$ cat src/rtl/txq_pkg.sv
package txq_pkg;
    localparam int unsigned LANES = 4;

    typedef enum logic {
        ORD_LOW_FIRST  = 1'b0,
        ORD_HIGH_FIRST = 1'b1
    } byte_order_e;
endpackage

$ cat src/rtl/txq_store.sv
module txq_store #(
    parameter int unsigned DEPTH  = 32,
    parameter int unsigned WORD_W = 32,
    localparam int unsigned PW    = $clog2(DEPTH),
    localparam int unsigned CW    = $clog2(DEPTH + 1)
) (
    input  logic              clk,
    input  logic              rst_n,
    input  logic              push,
    input  logic [WORD_W-1:0] push_data,
    input  logic              pop,
    output logic [WORD_W-1:0] head_data,
    output logic [CW-1:0]     count,
    output logic              full
);
    typedef struct packed {
        logic [PW-1:0] wr;
        logic [PW-1:0] rd;
        logic [CW-1:0] cnt;
    } st_t;

    st_t st_d, st_q;
    logic [WORD_W-1:0] mem_q [DEPTH];
    logic push_ok, pop_ok;

    always_comb begin
        st_d    = st_q;
        push_ok = push && (st_q.cnt != CW'(DEPTH));
        pop_ok  = pop && (st_q.cnt != '0);
        if (push_ok)
            st_d.wr = (st_q.wr == PW'(DEPTH - 1)) ? '0 : st_q.wr + 1'b1;
        if (pop_ok)
            st_d.rd = (st_q.rd == PW'(DEPTH - 1)) ? '0 : st_q.rd + 1'b1;
        st_d.cnt = st_q.cnt + CW'(push_ok) - CW'(pop_ok);
    end

    always_ff @(posedge clk or negedge rst_n) begin
        if (!rst_n) begin
            st_q <= '0;
            for (int i = 0; i < DEPTH; i++) mem_q[i] <= '0;
        end else begin
            st_q <= st_d;
            if (push_ok) mem_q[st_q.wr] <= push_data;
        end
    end

    assign head_data = mem_q[st_q.rd];
    assign count     = st_q.cnt;
    assign full      = (st_q.cnt == CW'(DEPTH));

    assert_cnt_bound_R4: assert property (@(posedge clk) disable iff (!rst_n)
        count <= CW'(DEPTH));
    assert_full_drop_R7: assert property (@(posedge clk) disable iff (!rst_n)
        push && full && !pop |=> $stable(count));
endmodule

$ cat src/rtl/txq_serial.sv
module txq_serial
    import txq_pkg::*;
#(
    parameter int unsigned WORD_W = 32,
    parameter int unsigned BYTE_W = 8,
    localparam int unsigned LW    = $clog2(LANES)
) (
    input  logic              clk,
    input  logic              rst_n,
    input  logic              big_endian,
    input  logic [WORD_W-1:0] head_data,
    input  logic              have_word,
    input  logic              byte_ready,
    output logic              byte_valid,
    output logic [BYTE_W-1:0] byte_data,
    output logic              pop
);
    logic [BYTE_W-1:0] lanes [LANES];
    logic [LW-1:0] lane_d, lane_q, sel;
    logic fire;
    byte_order_e order;

    for (genvar g = 0; g < LANES; g++) begin : g_lane
        assign lanes[g] = head_data[g*BYTE_W +: BYTE_W];
    end

    always_comb begin
        order  = byte_order_e'(big_endian);
        fire   = have_word && byte_ready;
        pop    = fire && (lane_q == LW'(LANES - 1));
        lane_d = lane_q;
        if (fire) lane_d = pop ? '0 : lane_q + 1'b1;
        sel = (order == ORD_HIGH_FIRST) ? LW'(LANES - 1) - lane_q : lane_q;
    end

    always_ff @(posedge clk or negedge rst_n) begin
        if (!rst_n) lane_q <= '0;
        else        lane_q <= lane_d;
    end

    assign byte_valid = have_word;
    assign byte_data  = lanes[sel];

    assert_hold_R9: assert property (@(posedge clk) disable iff (!rst_n)
        byte_valid && !byte_ready |=> byte_valid);
    assert_pop_last_R4: assert property (@(posedge clk) disable iff (!rst_n)
        pop |-> byte_valid && byte_ready);
endmodule

$ cat src/rtl/txq_flags.sv
module txq_flags #(
    parameter int unsigned DEPTH = 32,
    parameter int unsigned THR_W = 4,
    localparam int unsigned CW   = $clog2(DEPTH + 1)
) (
    input  logic             clk,
    input  logic             rst_n,
    input  logic [CW-1:0]    count,
    input  logic [THR_W-1:0] thresh,
    input  logic             wr_en,
    input  logic             full,
    input  logic             pkt_active,
    input  logic             byte_ready,
    input  logic             byte_valid,
    output logic             space_ok,
    output logic             data_ok,
    output logic             overflow,
    output logic             underflow
);
    typedef struct packed {
        logic ovf;
        logic unf;
    } sticky_t;

    sticky_t stk_d, stk_q;
    logic [CW-1:0] thr_eff, free_slots;

    always_comb begin
        thr_eff    = (thresh == '0) ? CW'(1) : CW'(thresh);
        free_slots = CW'(DEPTH) - count;
        stk_d      = stk_q;
        if (wr_en && full) stk_d.ovf = 1'b1;
        if (pkt_active && byte_ready && !byte_valid) stk_d.unf = 1'b1;
    end

    always_ff @(posedge clk or negedge rst_n) begin
        if (!rst_n) stk_q <= '0;
        else        stk_q <= stk_d;
    end

    assign space_ok  = (free_slots >= thr_eff);
    assign data_ok   = (count >= thr_eff);
    assign overflow  = stk_q.ovf;
    assign underflow = stk_q.unf;

    assert_no_overflow_R7: assert property (@(posedge clk) disable iff (!rst_n)
        overflow |=> overflow);
    assert_underflow_set_R8: assert property (@(posedge clk) disable iff (!rst_n)
        pkt_active && byte_ready && !byte_valid |=> underflow);
    assert_full_no_space_R5: assert property (@(posedge clk) disable iff (!rst_n)
        full |-> !space_ok);
endmodule

$ cat src/rtl/txq_endian_fifo.sv
module txq_endian_fifo #(
    parameter int unsigned DEPTH  = 32,
    parameter int unsigned WORD_W = 32,
    parameter int unsigned BYTE_W = 8,
    parameter int unsigned THR_W  = 4,
    localparam int unsigned CW    = $clog2(DEPTH + 1)
) (
    input  logic              clk,
    input  logic              rst_n,
    input  logic              big_endian,
    input  logic [THR_W-1:0]  thresh,
    input  logic              wr_en,
    input  logic [WORD_W-1:0] wr_data,
    output logic              space_ok,
    output logic              data_ok,
    output logic              byte_valid,
    output logic [BYTE_W-1:0] byte_data,
    input  logic              byte_ready,
    input  logic              pkt_active,
    output logic              overflow,
    output logic              underflow
);
    logic [WORD_W-1:0] head;
    logic [CW-1:0] count;
    logic full, pop, have_word;

    assign have_word = (count != '0);

    txq_store #(.DEPTH(DEPTH), .WORD_W(WORD_W)) u_store (
        .clk(clk), .rst_n(rst_n), .push(wr_en), .push_data(wr_data),
        .pop(pop), .head_data(head), .count(count), .full(full)
    );

    txq_serial #(.WORD_W(WORD_W), .BYTE_W(BYTE_W)) u_ser (
        .clk(clk), .rst_n(rst_n), .big_endian(big_endian), .head_data(head),
        .have_word(have_word), .byte_ready(byte_ready),
        .byte_valid(byte_valid), .byte_data(byte_data), .pop(pop)
    );

    txq_flags #(.DEPTH(DEPTH), .THR_W(THR_W)) u_flags (
        .clk(clk), .rst_n(rst_n), .count(count), .thresh(thresh),
        .wr_en(wr_en), .full(full), .pkt_active(pkt_active),
        .byte_ready(byte_ready), .byte_valid(byte_valid),
        .space_ok(space_ok), .data_ok(data_ok),
        .overflow(overflow), .underflow(underflow)
    );
endmodule

$ cat config.mk
export PLATFORM = sky130hd
export DESIGN_NAME = txq_endian_fifo
export DESIGN_NICKNAME = d
export VERILOG_FILES = /design/src/rtl/txq_pkg.sv /design/src/rtl/txq_store.sv /design/src/rtl/txq_serial.sv /design/src/rtl/txq_flags.sv /design/src/rtl/txq_endian_fifo.sv
export SDC_FILE = /design/constraint.sdc
export NUM_CORES = 2
export LEC_CHECK = 0
export BUFFER_PORTS_ARGS = -buffer_cell sky130_fd_sc_hd__buf_2
export CAP_MARGIN = 20
export CELL_PAD_IN_SITES_DETAIL_PLACEMENT = 0
export CELL_PAD_IN_SITES_GLOBAL_PLACEMENT = 2
export CORE_AREA = 2 2 429 218
export CTS_BUF_LIST = sky130_fd_sc_hd__clkbuf_8
export DETAILED_ROUTE_END_ITERATION = 8
export DIE_AREA = 0 0 431 220
export GPL_ROUTABILITY_DRIVEN = 0
export PLACE_DENSITY = 0.92
export SETUP_SLACK_MARGIN = 0.3
export SYNTH_ARGS = -nofsm -noshare
export SYNTH_HDL_FRONTEND = slang
export SYNTH_SLANG_ARGS = --single-unit
$ cat constraint.sdc
create_clock -name clk -period 8.2 [get_ports clk]
set_clock_uncertainty 0.05 [all_clocks]
set_input_delay 1.23 -clock clk [delete_from_list [all_inputs] [get_ports clk]]
set_output_delay 1.23 -clock clk [all_outputs]
set_load 0.03 [all_outputs]
==> run metrics <==
Post-synth EDFFs 0; Register Area 26100 sq um; Worst EP required between 6 and 7 ns; overall power around 20 mW; synthesis-to-finish area growth 9.01%; PwrDens 385 nW/um^2; DRC violations left 0; I/O pins 55; cells after synthesis 3203; Final Max Tran Viols 0; Leak Pwr 24.9 nW; status finished clean; die area 94800 sq um; Post-DRT Antenna Nets 0; CTS root buffer clkbuf_8; PostCTS Resize Cnt 0; cell area after layout 52400 sq um; most common cell in the netlist mux2_2; grt total ovfl 0; CP cell instances buf_12, nor2b_4, buf_4, buf_4, a22o_1, o21ai_0, a41oi_1, nor3_1, buf_2; number of core rows 79; leading area contributor after synthesis dfrtp_1; Multi-input gate area 20700 sq um; Met2 Routed Length 58400 microns; most common library cells after synthesis 1172 x mux2_2, 1044 x dfrtp_1, 160 x mux4_2; startpoint types flip-flop; Post-DP HPWL 73900 microns; final hold violation count 0; top sig layer met4; Max clock buf depth 3; Iteration-0 DRC Markers 2259; Yosys reg bits roughly 1000; Pre-Repair DR Iteration Count 5; Synth Flop Type dfrtp_1; crit path time final 6.00 ns; worst hold path class in2async; filler cell count 7011; H-tree depth 4; met3 WL post-DR between 10000 and 15000 microns; most numerous cell on the critical path buf_4; Via density 6.40; Netlist cell types 36; PortBufs between 50 and 60; dominant cells by area after synthesis dfrtp_1 54%, mux2_2 27%, mux4_2 7.5%, mux2i_1 2.7%, a22o_1 1.2%; crit-path max FO 95; RSZ-0062 raised after global routing no; WL final 135000 microns; # Max-Cap Violations 0; Critical Path AT roughly 4.7 ns; Worst Tran Pin Value 1.03 ns; Synth async-reset ratio 1.00; Setup Buffers After CTS 0; Avg Inst Size Synth 15.0 sq um; WS Path Type reg2out; Rel. slew slack 0.312; CTS Buf Count between 100 and 150; antenna violations before repair 8; Total GRT Usage 0.289; Syn Nets 3273; first-pass GRT wire length 202000 microns; Core Footprint between 90000 and 100000 sq um; CP max stage delay 0.91 ns; slowest CP cell dfrtp_4; Initial Util 0.524; Via Count 28852; Cell Area, Placed 49400 sq um; vias in the first global route 30474; fraction of layout cells with a size suffix above 1 0.521; die height 220 microns; CTS sink count 1044; total negative slack 0 ns; WL per Instance 29.9 microns; CTS tree built; Die X 431 microns; FMAX 167 MHz; final worst-path cycle share 0.732; area of the mapped netlist 48000 sq um; Layout Nets 3251; largest net degree at the start of global routing approximately 190; maximum vdd drop 0.000210 V; Synth top area share 0.544; clock transition at the registers of the reported paths 0.06 ns; synth warn 0; clk_lat worst skew about 0.8 ns; hold_buf cts 0; Crit. End Element output port; Seq/Total Area, Yosys 0.544; wire length on met1 roughly 62000 microns; Final Setup Violations 0
[through the flow]
| step | hold WS, ns | setup slack, ns | instances | util |
|---|---|---|---|---|
| floorplan | 0.424 | 4.36 | 3203 | - |
| global placement | 0.397 | 3.03 | 4244 | 0.539 |
| detailed placement | 0.408 | 2.95 | 4244 | 0.539 |
| CTS | 0.337 | 2.08 | 4502 | 0.571 |
| global route | 0.376 | 1.86 | 4505 | 0.571 |
| finish | 0.342 | 2.20 | 4507 | 0.572 |
[registers in the layout (all words and copies together), names as in the netlist]
name / cells
u_ser.lane_q: 2
u_store.mem_q: 1024
u_store.st_q: 10
u_store.count: 6
u_flags.overflow: 1
u_flags.underflow: 1
[critical path, delay by kind of cell, from the launching register on]
family	cells	cell delay, ns
simple gates	2	0.53
compound gates	3	0.84
buf+inv	4	1.43
flops	1	0.91
[where the power goes]
group / total [mW] / internal, mW / switching (mW) / leakage (nW)
Sequential: 8.61 / 7.32 / 1.28 / 13.6
Clock: 4.13 / 2.09 / 2.04 / 1.67
Combinational: 7.40 / 4.04 / 3.36 / 9.59
Total: 20.1 / 13.4 / 6.69 / 24.9
[layer usage]
layer  up-vias  GRT usage
met2      1180      0.421
met3       241     0.0690
met4         0     0.0850
met1     15604      0.432
met5         -          0
li1      11827          -
[final cells by class]
| type | count | area share |
|---|---|---|
| antenna | 3 | 0.000143 |
| clock buffer | 191 | 0.0502 |
| clock inverter | 67 | 0.00595 |
| inverter | 18 | 0.00129 |
| multi-input combinational | 1843 | 0.396 |
| sequential | 1044 | 0.499 |
| tap | 1215 | 0.0290 |
| timing repair buffer | 126 | 0.0181 |
[path summary, 6_finish.rpt]
kind | from | endpoint | slack [ns] | cells past startpoint
worst max-delay path | u_store.st_q[8] | byte_data[7] | 2.20 | 9
worst min-delay path | rst_n | u_store.mem_q[407] | 0.34 | 1
worst max register to register | u_store.count[3] | u_store.mem_q[415] | 4.86 | 7
worst min register to register | u_flags.underflow | u_flags.underflow | 0.42 | 1
max in group asynchronous | rst_n | u_store.mem_q[15] | 6.16 | 2
min in group clk | u_flags.underflow | u_flags.underflow | 0.42 | 1
[cells in the final DEF, fill, tap and decap left out, types with 2 or more instances in the layout]
cell,netlist,final
o22ai_1,72,72
and3b_1,2,2
clkinvlp_4,0,8
o21ai_0,75,75
nor2_1,10,8
dfrtp_2,0,2
nor2b_1,8,5
a21oi_1,7,7
mux2_2,1172,1172
nand3_1,4,4
dfrtp_1,1044,1040
nand2b_1,3,2
ha_1,27,27
diode_2,0,3
nand2_1,49,16
a41oi_1,16,16
nor3_1,13,13
xor2_1,2,2
buf_2,41,53
buf_4,5,62
xnor2_1,6,6
o21bai_1,4,4
mux4_2,160,160
and3_1,8,8
clkinv_2,0,8
inv_1,18,65
inv_6,0,4
buf_8,0,2
mux2i_1,130,130
nor3b_1,3,3
buf_12,0,8
nand2_2,0,33
nor2b_2,0,2
dfrtp_4,0,2
clkbuf_8,0,191
a22o_1,64,64
[kinds of logic after synthesis]
family	Yosys count	synth area share
buffers and inverters	316	0.0265
adder cells (fa/ha/maj)	28	0.00745
multiplexers	1462	0.377
flip-flops	1044	0.544
AO/OA/AOI/OAI	242	0.0338
AND/OR/NAND/NOR	103	0.0101
XOR/XNOR	8	0.00146
No activity file was read; power rests on OpenSTA's default activity.
